**config.mk**
```make
export PLATFORM = sky130hd
export DESIGN_NAME = mux_addr_ram
export DESIGN_NICKNAME = d
export VERILOG_FILES = /design/src/rtl/mar_pkg.sv /design/src/rtl/mar_ctrl.sv /design/src/rtl/mar_datapath.sv /design/src/rtl/mux_addr_ram.sv
export SDC_FILE = /design/constraint.sdc
export NUM_CORES = 1
export LEC_CHECK = 0
export ABC_AREA = 1
export BUFFER_PORTS_ARGS = -buffer_cell sky130_fd_sc_hd__buf_2
export CAP_MARGIN = 20
export CORE_ASPECT_RATIO = 0.75
export CORE_UTILIZATION = 36
export CTS_BUF_LIST = sky130_fd_sc_hd__clkbuf_8
export DETAILED_ROUTE_END_ITERATION = 8
export HOLD_SLACK_MARGIN = 0.03
export PLACE_DENSITY = 0.54
export SLEW_MARGIN = 20
export SYNTH_ARGS = -nofsm -noshare
export SYNTH_HDL_FRONTEND = slang
export SYNTH_SLANG_ARGS = --single-unit
```
**constraint.sdc**
```tcl
create_clock -name clk -period 1.74 [get_ports clk]
set_input_delay 0.087 -clock clk [delete_from_list [all_inputs] [get_ports clk]]
set_output_delay 0.087 -clock clk [all_outputs]
set_load 0.1 [all_outputs]
```
**src/rtl/mar_pkg.sv**
```systemverilog
package mar_pkg;
  localparam int ADDR_W = 6;
  localparam int DATA_W = 8;
  localparam int LO_W   = ADDR_W - 1;
  localparam int DEPTH  = 1 << ADDR_W;

  typedef struct packed {
    logic              driveEn;
    logic              wrEn;
    logic [ADDR_W-1:0] wordAddr;
  } ramStrobes_t;
endpackage

```
**src/rtl/mar_ctrl.sv**
```systemverilog
module mar_ctrl
  import mar_pkg::*;
(
  input  logic            clk,
  input  logic            rstN,
  input  logic [LO_W-1:0] addrLo,
  input  logic            selAddrPin,
  input  logic            addrStrobe,
  input  logic            selHigh,
  input  logic            selLowN,
  input  logic            readStrobeN,
  input  logic            writeStrobeN,
  output ramStrobes_t     strobes,
  output logic            chainEn
);
  logic selLatch;
  logic wrPrevN;
  logic plainMode;
  logic pinSelOk;
  logic fullSel;

  always_ff @(posedge clk) begin
    if (!rstN) begin
      selLatch <= 1'b0;
      wrPrevN  <= 1'b1;
    end else begin
      if (addrStrobe) selLatch <= selAddrPin;
      wrPrevN <= writeStrobeN;
    end
  end

  always_comb begin
    plainMode        = addrStrobe;
    pinSelOk         = plainMode | selLatch;
    fullSel          = selHigh & ~selLowN & pinSelOk;
    strobes.wordAddr = {plainMode & selAddrPin, addrLo};
    strobes.driveEn  = fullSel & ~readStrobeN & writeStrobeN;
    strobes.wrEn     = fullSel & ~writeStrobeN & wrPrevN;
    chainEn          = ~fullSel;
  end


  latch_hold_chk: assert property (@(posedge clk) disable iff (!rstN)
    !$past(addrStrobe) |-> $stable(selLatch));


  write_edge_chk: assert property (@(posedge clk) disable iff (!rstN)
    strobes.wrEn |=> !strobes.wrEn);
endmodule

```
**src/rtl/mar_datapath.sv**
```systemverilog
module mar_datapath
  import mar_pkg::*;
(
  input  logic              clk,
  input  logic              rstN,
  input  ramStrobes_t       strobes,
  input  logic [DATA_W-1:0] dataIn,
  output logic [DATA_W-1:0] dataOut,
  output logic              dataOutEn
);
  logic [DATA_W-1:0] words [DEPTH];
  logic [DATA_W-1:0] rdWord;

  for (genvar w = 0; w < DEPTH; w++) begin : g_word
    always_ff @(posedge clk) begin
      if (strobes.wrEn && strobes.wordAddr == ADDR_W'(w)) words[w] <= dataIn;
    end
  end

  always_comb begin
    rdWord    = words[strobes.wordAddr];
    dataOutEn = strobes.driveEn;
    dataOut   = strobes.driveEn ? rdWord : '0;
  end


  no_contention_chk: assert property (@(posedge clk) disable iff (!rstN)
    !(dataOutEn && strobes.wrEn));
endmodule

```
**src/rtl/mux_addr_ram.sv**
```systemverilog
module mux_addr_ram
  import mar_pkg::*;
(
  input  logic              clk,
  input  logic              rstN,
  input  logic [LO_W-1:0]   addrLo,
  input  logic              selAddrPin,
  input  logic              addrStrobe,
  input  logic              selHigh,
  input  logic              selLowN,
  input  logic              readStrobeN,
  input  logic              writeStrobeN,
  input  logic [DATA_W-1:0] dataIn,
  output logic [DATA_W-1:0] dataOut,
  output logic              dataOutEn,
  output logic              chainEn
);
  ramStrobes_t strobes;

  mar_ctrl uCtrl (
    .clk(clk), .rstN(rstN), .addrLo(addrLo), .selAddrPin(selAddrPin),
    .addrStrobe(addrStrobe), .selHigh(selHigh), .selLowN(selLowN),
    .readStrobeN(readStrobeN), .writeStrobeN(writeStrobeN),
    .strobes(strobes), .chainEn(chainEn)
  );

  mar_datapath uData (
    .clk(clk), .rstN(rstN), .strobes(strobes), .dataIn(dataIn),
    .dataOut(dataOut), .dataOutEn(dataOutEn)
  );


  bus_quiet_chk: assert property (@(posedge clk) disable iff (!rstN)
    (readStrobeN || !writeStrobeN || !selHigh || selLowN) |-> !dataOutEn);


  chain_off_chk: assert property (@(posedge clk) disable iff (!rstN)
    dataOutEn |-> !chainEn);


  write_sel_chk: assert property (@(posedge clk) disable iff (!rstN)
    strobes.wrEn |-> (selHigh && !selLowN && !chainEn));
endmodule

```
==> impl_metrics.env, run 1 <==
export IMPL_slowest_delay_ps=370
export IMPL_netlist_instances=2088
export IMPL_cts_max_level=3
export IMPL_synth_simple_area_share_pct=25.1
export IMPL_p_total_uw=24500
export IMPL_synth_fa_ha_area_share_pct=0
export IMPL_layout_nets=2339
export IMPL_status="complete, but fails checks"
export IMPL_path_class="flip-flop to output port"
export IMPL_synth_xor_area_share_pct=0
export IMPL_critPathRequiredTime_ps=1650
export IMPL_clock_path_buffers=3
export IMPL_insertion_delay_ps=660
export IMPL_place_area_um2=24300
export IMPL_wl_mm=59.3
export IMPL_stdcell_count=3160
export IMPL_grt_overflow=0
export IMPL_hold_path_class="primary input to flip-flop"
export IMPL_synthesis_nets=2109
export IMPL_wl_per_cell_um=18.8
export IMPL_die_h_um=214
export IMPL_slowest_stage="edfxtp_1"
export IMPL_cts_buffers=81
export IMPL_path_max_fanout=1
export IMPL_p_leak_uw=0.0109
export IMPL_grt_usage_pct=19.7
export IMPL_cpLargestDelayFamily="simple AND/OR/NAND/NOR gates"
export IMPL_dp_hpwl_mm=36.8
export IMPL_pwr_density_cell_nw_per_um2=916
export IMPL_clock_fmax_mhz=441
export IMPL_grt_pass1_wl_mm=90.7
export IMPL_nFillCells=5570
export IMPL_timing_critical_path_mode_cell="nand2_1"
export IMPL_cts_tree="built"
export IMPL_muxShareOfSynthArea_pct=0
export IMPL_grt_pass1_vias=14800
export IMPL_grt_max_degree=65
export IMPL_vias=14900
export IMPL_drt_iter0_markers=1262
export IMPL_yosys_warnings=0
export IMPL_synth_largest_area_cell="edfxtp_1"
export IMPL_cts_root_buffer="clkbuf_8"
export IMPL_drv_cap=0
export IMPL_final_cell_area_um2=26800
export IMPL_post_route_min_period_ps=2270
export IMPL_failed_checks="setup timing"
export IMPL_dp_cells=3006
export IMPL_finalHoldViolCount=0
export IMPL_synth_top_family_by_area="simple AND/OR/NAND/NOR gates"
export IMPL_clock_sinks=514
export IMPL_relSlewSlack_pct=59.2
export IMPL_cp_end_kind="output port"
export IMPL_worst_slew_pin_slew_ps=611
export IMPL_synth_top_area_share_pct=71.1
export IMPL_ys_seq_area_share_pct=71.3
export IMPL_dieArea_um2=61000
export IMPL_start_util_pct=36.5
export IMPL_reg2reg_slack_ps=-140
export IMPL_setup_ws_ps=-529
export IMPL_setup_viol=473
export IMPL_ys_ff_latch=514
export IMPL_synthTopCellsByArea="edfxtp_1, nand2_1, nor2_1, buf_2, o21ai_1"
export IMPL_ant_nets=0
export IMPL_areaGrowthSynthToFinish_pct=23.8
export IMPL_core_rowCount=77
export IMPL_via_per_inst=4.73
export IMPL_synthDistinctLibCells=20
export IMPL_portBuffers=30
export IMPL_finClkSkew_ps=21.1
export IMPL_io_pins=31
export IMPL_timing_critical_path_buf_inv=1
export IMPL_gp_congestion=0.859
export IMPL_peakVddDrop_mv=0.684
export IMPL_period_share_pct=130
export IMPL_firstDrtPassIters=5
export IMPL_slew_viol_final=0
export IMPL_critPathLaunchType="flip-flop"
export IMPL_synth_compound_area_share_pct=0.764
export IMPL_avgSynthCellArea_um2=10.4
export IMPL_core_area_um2=59200
export IMPL_post_route_drc_count=0
export IMPL_crit_chain="nand2_1, nand2_1, nand2_1, nand2_1, nand2_1, nand2_2, o21ai_4, nand2_2, nor2_4, nor2_4, buf_12"
export IMPL_rsz0062_at_grt="true"
export IMPL_worstPathArrival_ps=2180
export IMPL_path_clk_slew_ps=60
export IMPL_drive_gt1_share_pct=19.2
export IMPL_netlist_area_um2=21600
export IMPL_die_x_um=285
export IMPL_antenna_found_initial=1
==> layer usage <==
metal | track usage, % | vias to the layer above | routed length, µm | part of all wire [%]
met5 | 0 | - | 0 | 0
met1 | 29.7 | 7136 | 28600 | 48
met3 | 4.67 | 87 | 4110 | 6.9
met2 | 28.3 | 452 | 25400 | 43
li1 | - | 7268 | - | -
met4 | 4.90 | 0 | 1120 | 1.9
==> worst reg2reg max path: stages, from the launching register on <==
cell,delay [ps]
dfxtp_2,320
nor2_2,40
nor3b_2,170
inv_2,80
buf_6,130
nor2_4,70
buf_6,140
buf_12,130
nand2_8,70
buf_16,170
nor2_4,130
buf_8,150
==> final cells by class <==
cell class | count | area [µm²] | area share, %
diodes | 3 | 7.51 | 0.0280
clock buffers | 83 | 1140 | 4.27
clock inverters | 49 | 198 | 0.739
inverters | 12 | 52.6 | 0.196
multi-input cells | 1465 | 6310 | 23.6
flip-flops and latches | 514 | 15400 | 57.6
well taps | 790 | 988 | 3.69
repair buffers | 244 | 2650 | 9.91
==> cell usage in the layout, fill, tap and decap left out <==
master,instances
o21ai_2,10
buf_16,2
buf_8,10
inv_2,3
inv_1,36
edfxtp_1,512
o21ai_1,16
buf_12,45
dfxtp_2,1
nand2_2,38
nor2_4,51
clkbuf_16,1
nor2_2,10
dlygate4sd3_1,13
nand2_1,1265
nor3b_2,1
buf_2,18
clkinv_2,2
nor3_4,1
clkinv_1,15
nand2_8,3
buf_6,37
nand3_1,20
inv_4,1
diode_2,3
nor2_1,32
o21ai_4,5
nand3_2,4
clkinvlp_4,3
dfxtp_1,1
clkbuf_8,83
o21ai_0,2
inv_6,1
buf_4,118
nand2_4,7
==> timing repair <==
item / 4_1_cts / 5_1_grt
hold buffers: 13 / 0
resized for setup: 185 / 73
cloned: 2 / 1
setup buffers: 4 / 0
pin swaps: 33 / 43
endpoints found under the hold margin: 417 / 0
setup endpoints to repair: 513 / 521
==> worst paths after layout <==
kind | from | endpoint | cells after the start
setup / recovery | uData.words[48][5] | dataOut[5] | 11
hold / removal | writeStrobeN | uCtrl.wrPrevN | 4
setup reg to reg | uCtrl.selLatch | uData.words[17][4] | 11
hold reg to reg | uCtrl.selLatch | uCtrl.selLatch | 3
==> Yosys cell counts (all sizes together) <==
library cell / count
edfxtp: 512
nor3: 1
nand3: 24
o21ai: 33
dfxtp: 2
clkbuf: 15
buf: 82
inv: 11
nor2: 93
nand2: 1313
nor3b: 1
clkinv: 1
==> flip-flops by register name, indices dropped and copies added (netlist names) <==
name	count
uCtrl.selLatch	1
uCtrl.wrPrevN	1
uData.words	512
==> kinds of logic (layout without fill, tap and decap cells) <==
family	Yosys count	after routing
buf+inv	109	388
flops	514	514
other cells	0	3
compound gates	33	33
simple gates	1432	1432
==> report_power, final <==
group / switching [µW] / internal (µW) / total (µW) / leakage, µW
clock: 4580 / 4360 / 8940 / 0.000787
sequential: 2.55 / 13600 / 13600 / 0.00462
combinational: 1320 / 625 / 1940 / 0.00551
total: 5900 / 18600 / 24500 / 0.0109
==> per-stage QoR <==
step	setup WS, ps	utilization (%)	setup TNS [ps]	hold WS, ps
3_3_place_gp	-455	41.0	-27110	268
5_1_grt	-654	45.2	-77620	177
4_1_cts	-552	44.7	-37350	123
6_report	-529	45.3	-35890	198
3_5_place_dp	-418	41.0	-28690	272
2_1_floorplan	-1430	-	-304930	157
(Power assumes the default switching activity.)
==> inputs of run 2 (changes only) <==
ABC_AREA = 0   (was 1)
==> run 2 against run 1 <==
Against the previous run:
- the flow finishes with violations (DRC, setup timing)
- synthesized area is 7.2% lower
- non-clock buffer count is 11 higher
- combinational power is 15% lower
- sequential share of layout area is 1.4 points higher
- global-route usage is 0.90 points lower
- wire length is 13% lower
- synthesized cell count is 53% lower
- utilization is 2.5 points higher
- worst setup slack worse by 410 ps
==> impl_metrics.env, run 2 <==
export IMPL_drive_gt1_share_pct=44.4
export IMPL_grt_max_degree=65
export IMPL_wl_mm=51.6
export IMPL_p_leak_uw=0.00834
export IMPL_largest_reg_flops=512
export IMPL_slew_viol_final=0
export IMPL_relSlewSlack_pct=47.8
export IMPL_dieArea_um2=56700
export IMPL_avgSynthCellArea_um2=20.6
export IMPL_clock_path_buffers=3
export IMPL_wl_met3_mm=3.00
export IMPL_via_per_inst=5.19
export IMPL_netlist_area_um2=20100
export IMPL_antenna_cells=0
export IMPL_dr_wl_met2_mm=22.5
export IMPL_seq_area_um2=15400
export IMPL_dp_hpwl_mm=32.8
export IMPL_multiInputGateArea_um2=5240
export IMPL_clock_sinks=514
export IMPL_netlist_instances=976
export IMPL_nFillCells=4526
export IMPL_insertion_delay_ps=670
export IMPL_grt_pass1_vias=10700
export IMPL_synth_edf_count=512
export IMPL_synth_main_ff_cell="edfxtp_1"
export IMPL_layout_nets=1277
export IMPL_period_share_pct=154
export IMPL_stdcell_count=2034
export IMPL_gp_congestion=0.799
export IMPL_synthDistinctLibCells=33
export IMPL_pwr_density_cell_nw_per_um2=941
export IMPL_status="complete, but fails checks"
export IMPL_finalHoldViolCount=0
export IMPL_synthTopCellsByArea="edfxtp_1, mux4_2, mux2_1, nor2_1, o22ai_1"
export IMPL_firstDrtPassIters=7
export IMPL_layout_common_cells="edfxtp_1, buf_4, mux4_2"
export IMPL_cts_tree="built"
export IMPL_peakVddDrop_mv=0.592
export IMPL_cp_end_kind="output port"
export IMPL_grt_overflow=0
export IMPL_setup_ws_ps=-934
export IMPL_grt_pass1_wl_mm=74.9
export IMPL_synth_most_common_cell="edfxtp_1"
export IMPL_critPathLaunchType="flip-flop"
export IMPL_setup_viol=522
export IMPL_areaGrowthSynthToFinish_pct=30.3
export IMPL_drt_iter0_markers=994
export IMPL_grt_usage_pct=18.8
export IMPL_ys_seq_area_share_pct=76.8
export IMPL_die_x_um=275
export IMPL_finClkSkew_ps=28.7
export IMPL_path_max_fanout=1
export IMPL_core_area_um2=54700
export IMPL_cts_buffers=80
export IMPL_hold_path_class="primary input to flip-flop"
export IMPL_worst_slew_pin_slew_ps=783
export IMPL_portBuffers=30
export IMPL_vias=10500
export IMPL_met1_length_mm=25.5
export IMPL_critPathRequiredTime_ps=1650
export IMPL_reg_largest_list="uData.words (512), uCtrl.selLatch (1), uCtrl.wrPrevN (1)"
export IMPL_failed_checks="DRC, setup timing"
export IMPL_hold_worst_slack_ps=131
export IMPL_cts_root_buffer="clkbuf_8"
export IMPL_ys_ff_latch=514
export IMPL_rsz0062_at_grt="true"
export IMPL_antenna_found_initial=1
export IMPL_cts_max_level=3
export IMPL_ant_nets=0
export IMPL_clock_fmax_mhz=374
export IMPL_die_h_um=206
export IMPL_post_route_drc_count=1
export IMPL_post_route_min_period_ps=2670
export IMPL_synthesis_nets=997
export IMPL_netlist_top_cells_count="edfxtp_1, mux4_2, nor2_1"
export IMPL_path_clk_slew_ps=60
export IMPL_async_reset_ff_share_pct=0
export IMPL_start_util_pct=36.7
export IMPL_dp_cells=1874
export IMPL_yosys_warnings=0
export IMPL_core_rowCount=74
export IMPL_wl_per_cell_um=25.4
export IMPL_setup_tns_ps=-128820
export IMPL_regMostFlops="uData.words"
export IMPL_worstPathArrival_ps=2590
export IMPL_final_common_cell="edfxtp_1"
export IMPL_path_class="flip-flop to output port"
export IMPL_drv_cap=0
export IMPL_synth_top_area_share_pct=76.6
export IMPL_highest_layer="met4"
export IMPL_io_pins=31
export IMPL_synth_largest_area_cell="edfxtp_1"
run 2: cell types whose count changed after synthesis, moves of 16 or more:
cell / before / now
nand2_1: 1313 / 16
mux4_2: 0 / 104
buf_2: 57 / 10
mux2_1: 0 / 41
o22ai_1: 0 / 32
o21ai_1: 27 / 0
a21oi_1: 0 / 25
nor2_1: 90 / 66
nand3_1: 24 / 6
a22oi_1: 0 / 16
mux2i_1: 0 / 16
run 2: final timing paths:
path              slack (ps)  cells after the start            endpoint          startpoint
setup / recovery        -930                      7          dataOut[6]  uData.words[15][6]
hold reg to reg          490                      2      uCtrl.selLatch      uCtrl.selLatch
setup reg to reg        -390                      6  uData.words[11][3]      uCtrl.selLatch
hold / removal           130                      2  uData.words[22][5]           dataIn[5]
run 2: cell type report:
cell class / instances / share of cell area (%)
inverters: 1 / 0.0144
well taps: 722 / 3.46
repair buffers: 255 / 12.1
multi-input cells: 404 / 20.0
clock inverters: 57 / 1.19
clock buffers: 81 / 4.27
flip-flops and latches: 514 / 59.0
run 2: worst max-delay path: stages, from the launching register on:
cell      delay (ps)
edfxtp_1         370
mux4_2           510
mux2i_4          200
o22ai_2          150
o41ai_4          280
buf_4            210
a21oi_4           50
buf_12           170
run 2: per-stage QoR:
| step | utilization (%) | worst slack, ps | total power (µW) | instance area, µm² |
|---|---|---|---|---|
| final | 47.8 | -934 | 24600 | 26100 |
| after detailed placement | 43.7 | -1030 | 15400 | 23900 |
| after global placement | 43.7 | -1040 | 15400 | 23900 |
| after floorplan | - | -3570 | 14600 | 20700 |
| after global routing | 47.8 | -1030 | 25400 | 26100 |
| after CTS | 47.7 | -1050 | 24800 | 26100 |
run 2: metal layers:
metal / track usage (%) / vias to the layer above
met4: 3.41 / 0
met1: 28.9 / 5591
met3: 4.91 / 55
met5: 0 / -
li1: - / 4622
met2: 26.8 / 279
run 2: report_power, final:
group          internal, µW  leakage, µW  switching [µW]
logic                   680      0.00291             966
registers             13600      0.00462            2.62
clock network          4650     0.000814            4670
run 2: repair_timing:
action / 4_1_cts / 5_1_grt
pin swaps: 34 / 13
setup endpoints to repair: 521 / 522
gates cloned: 4 / 0
hold endpoints to repair: 258 / 0
setup buffers: 13 / 2
gates resized for setup: 87 / 13
hold buffers: 7 / 0
run 2: cell families after synthesis:
kind of cell / count (synthesis) / synth area share [%]
buf+inv: 58 / 1.51
mux: 176 / 15.6
simple gates: 129 / 2.89
compound gates: 99 / 3.14
flops: 514 / 76.8
==> inputs of run 3 (changes only) <==
CELL_PAD_IN_SITES_DETAIL_PLACEMENT = 1   (was unset)
CELL_PAD_IN_SITES_GLOBAL_PLACEMENT = 1   (was unset)
PLACE_DENSITY = 0.59   (was 0.54)
==> run 3 against run 2 <==
Against the previous run:
- via count rose by 2.2%
- critical path depth grew 1
- non-clock buffer count grew 5
- worst setup slack worse by 93 ps
- the run still ends with DRC, setup timing left
- worst hold slack got worse by 3.7 ps
- sequential power about the same
- largest cell class unchanged
==> impl_metrics.env, run 3 (synthesized netlist as in run 2, its figures left out) <==
export IMPL_combPwrFrac_pct=6.9
export IMPL_hold_worst_slack_ps=128
export IMPL_grt_max_degree=65
export IMPL_post_route_min_period_ps=2770
export IMPL_grt_pass1_vias=11600
export IMPL_dieArea_um2=56700
export IMPL_critPathRequiredTime_ps=1650
export IMPL_hold_path_class="primary input to flip-flop"
export IMPL_path_max_fanout=1
export IMPL_antenna_found_initial=0
export IMPL_pwr_density_cell_nw_per_um2=941
export IMPL_worst_slew_pin_slew_ps=794
export IMPL_via_per_inst=5.29
export IMPL_path_clk_slew_ps=60
export IMPL_core_rowCount=74
export IMPL_cpLargestDelayFamily="multiplexers"
export IMPL_layout_nets=1281
export IMPL_grt_overflow=0
export IMPL_p_clk_share_pct=37.9
export IMPL_finClkSkew_ps=22.8
export IMPL_period_share_pct=159
export IMPL_dp_hpwl_mm=33.5
export IMPL_vias=10800
export IMPL_peakVddDrop_mv=0.617
export IMPL_dp_cells=1884
export IMPL_setup_viol=521
export IMPL_reg_largest_list="uData.words (512), uCtrl.selLatch (1), uCtrl.wrPrevN (1)"
export IMPL_slew_viol_final=0
export IMPL_gp_congestion=0.783
export IMPL_final_common_cell="edfxtp_1"
export IMPL_clock_path_buffers=3
export IMPL_p_int_uw=18900
export IMPL_p_switching_uw=5730
export IMPL_core_area_um2=54700
export IMPL_p_seq_share_pct=55.2
export IMPL_firstDrtPassIters=9
export IMPL_reg2reg_from="uCtrl.selLatch"
export IMPL_insertion_delay_ps=640
export IMPL_seq_area_um2=15400
export IMPL_reg2reg_slack_ps=-420
export IMPL_cp_end_kind="output port"
export IMPL_areaGrowthSynthToFinish_pct=30.6
export IMPL_die_x_um=275
export IMPL_wl_per_cell_um=26.2
export IMPL_ant_nets=0
export IMPL_cts_buffers=79
export IMPL_relSlewSlack_pct=47.1
export IMPL_nFillCells=5016
export IMPL_rsz0062_at_grt="true"
export IMPL_failed_checks="DRC, setup timing"
export IMPL_startpoint="uData.words[46][3]"
export IMPL_slowest_delay_ps=470
export IMPL_post_route_drc_count=6
export IMPL_wl_mm=53.5
export IMPL_timing_critical_path_mode_cell="buf_4"
export IMPL_p_leak_uw=0.00833
export IMPL_die_h_um=206
export IMPL_worstPathArrival_ps=2680
export IMPL_drt_iter0_markers=902
export IMPL_cts_max_level=3
export IMPL_largest_reg_flops=512
export IMPL_hp_start="dataIn[7]"
export IMPL_p_sw_share_pct=23.2
export IMPL_cts_root_buffer="clkbuf_8"
export IMPL_portBuffers=30
export IMPL_setup_ws_ps=-1030
export IMPL_drv_cap=0
export IMPL_path_class="flip-flop to output port"
export IMPL_clock_sinks=514
export IMPL_io_pins=31
export IMPL_drive_gt1_share_pct=44.3
export IMPL_clock_fmax_mhz=361
export IMPL_critPathLaunchType="flip-flop"
export IMPL_stdcell_count=2039
export IMPL_status="complete, but fails checks"
export IMPL_regMostFlops="uData.words"
export IMPL_cts_tree="built"
export IMPL_layout_common_cells="edfxtp_1, buf_4, mux4_2"
export IMPL_multiInputGateArea_um2=5250
export IMPL_crit_chain="mux4_2, mux2i_1, buf_4, o22ai_2, o41ai_2, buf_4, a21oi_4, buf_6"
export IMPL_timing_critical_path_buf_inv=3
export IMPL_grt_usage_pct=19.4
export IMPL_finalHoldViolCount=0
export IMPL_grt_pass1_wl_mm=78.8
export IMPL_slowest_stage="mux4_2"
export IMPL_start_util_pct=36.7
[run 3: final timing paths]
kind	end	depth (start not counted)
max	dataOut[3]	8
min	uData.words[23][7]	2
max reg2reg	uData.words[32][3]	7
min reg2reg	uCtrl.selLatch	3
[run 3: worst reg2reg max path, delay by kind of cell (launching register included)]
family,cells,cell delay (ps)
AO/OA/AOI/OAI,1,110
AND/OR/NAND/NOR,3,940
buffers and inverters,3,500
flip-flops,1,330
[run 3: metal layers]
layer | GRT usage, % | part of all wire (%)
met5 | 0 | 0
met3 | 3.26 | 4.7
met4 | 4.17 | 1.4
met2 | 28.9 | 45
met1 | 29.8 | 49
[run 3: power groups by stage]
stage,registers [µW],clock network (µW),logic (µW)
2_1_floorplan,13900,0,735
3_3_place_gp,13900,0,1540
3_5_place_dp,13900,0,1570
4_1_cts,13600,9620,1680
5_1_grt,13600,10100,1790
6_report,13600,9350,1690
[run 3: layout make-up]
type	count	area share, %
antenna	1	0.00955
clock buffer	80	4.20
clock inverter	57	1.20
inverter	1	0.0143
multi-input combinational	404	20.0
sequential	514	58.8
tap	722	3.45
timing repair buffer	260	12.3
[run 3: metrics by stage]
stage / area, µm² / utilization [%] / setup slack [ps] / TNS, ps / power (µW)
after floorplan: 20700 / - / -3570 / -641630 / 14600
after CTS: 26100 / 47.7 / -1090 / -89300 / 24900
after global routing: 26200 / 47.9 / -1160 / -175200 / 25500
final: 26200 / 47.9 / -1030 / -139450 / 24700
after detailed placement: 24000 / 43.9 / -994 / -110250 / 15500
after global placement: 24000 / 43.9 / -968 / -104940 / 15400
[run 3: repair_timing]
action	4_1_cts	5_1_grt
gates cloned	3	0
hold buffers	5	0
hold endpoints to repair	66	0
buffers inserted	7	3
pin swaps	25	5
setup endpoints to repair	522	522
resized for setup	74	19
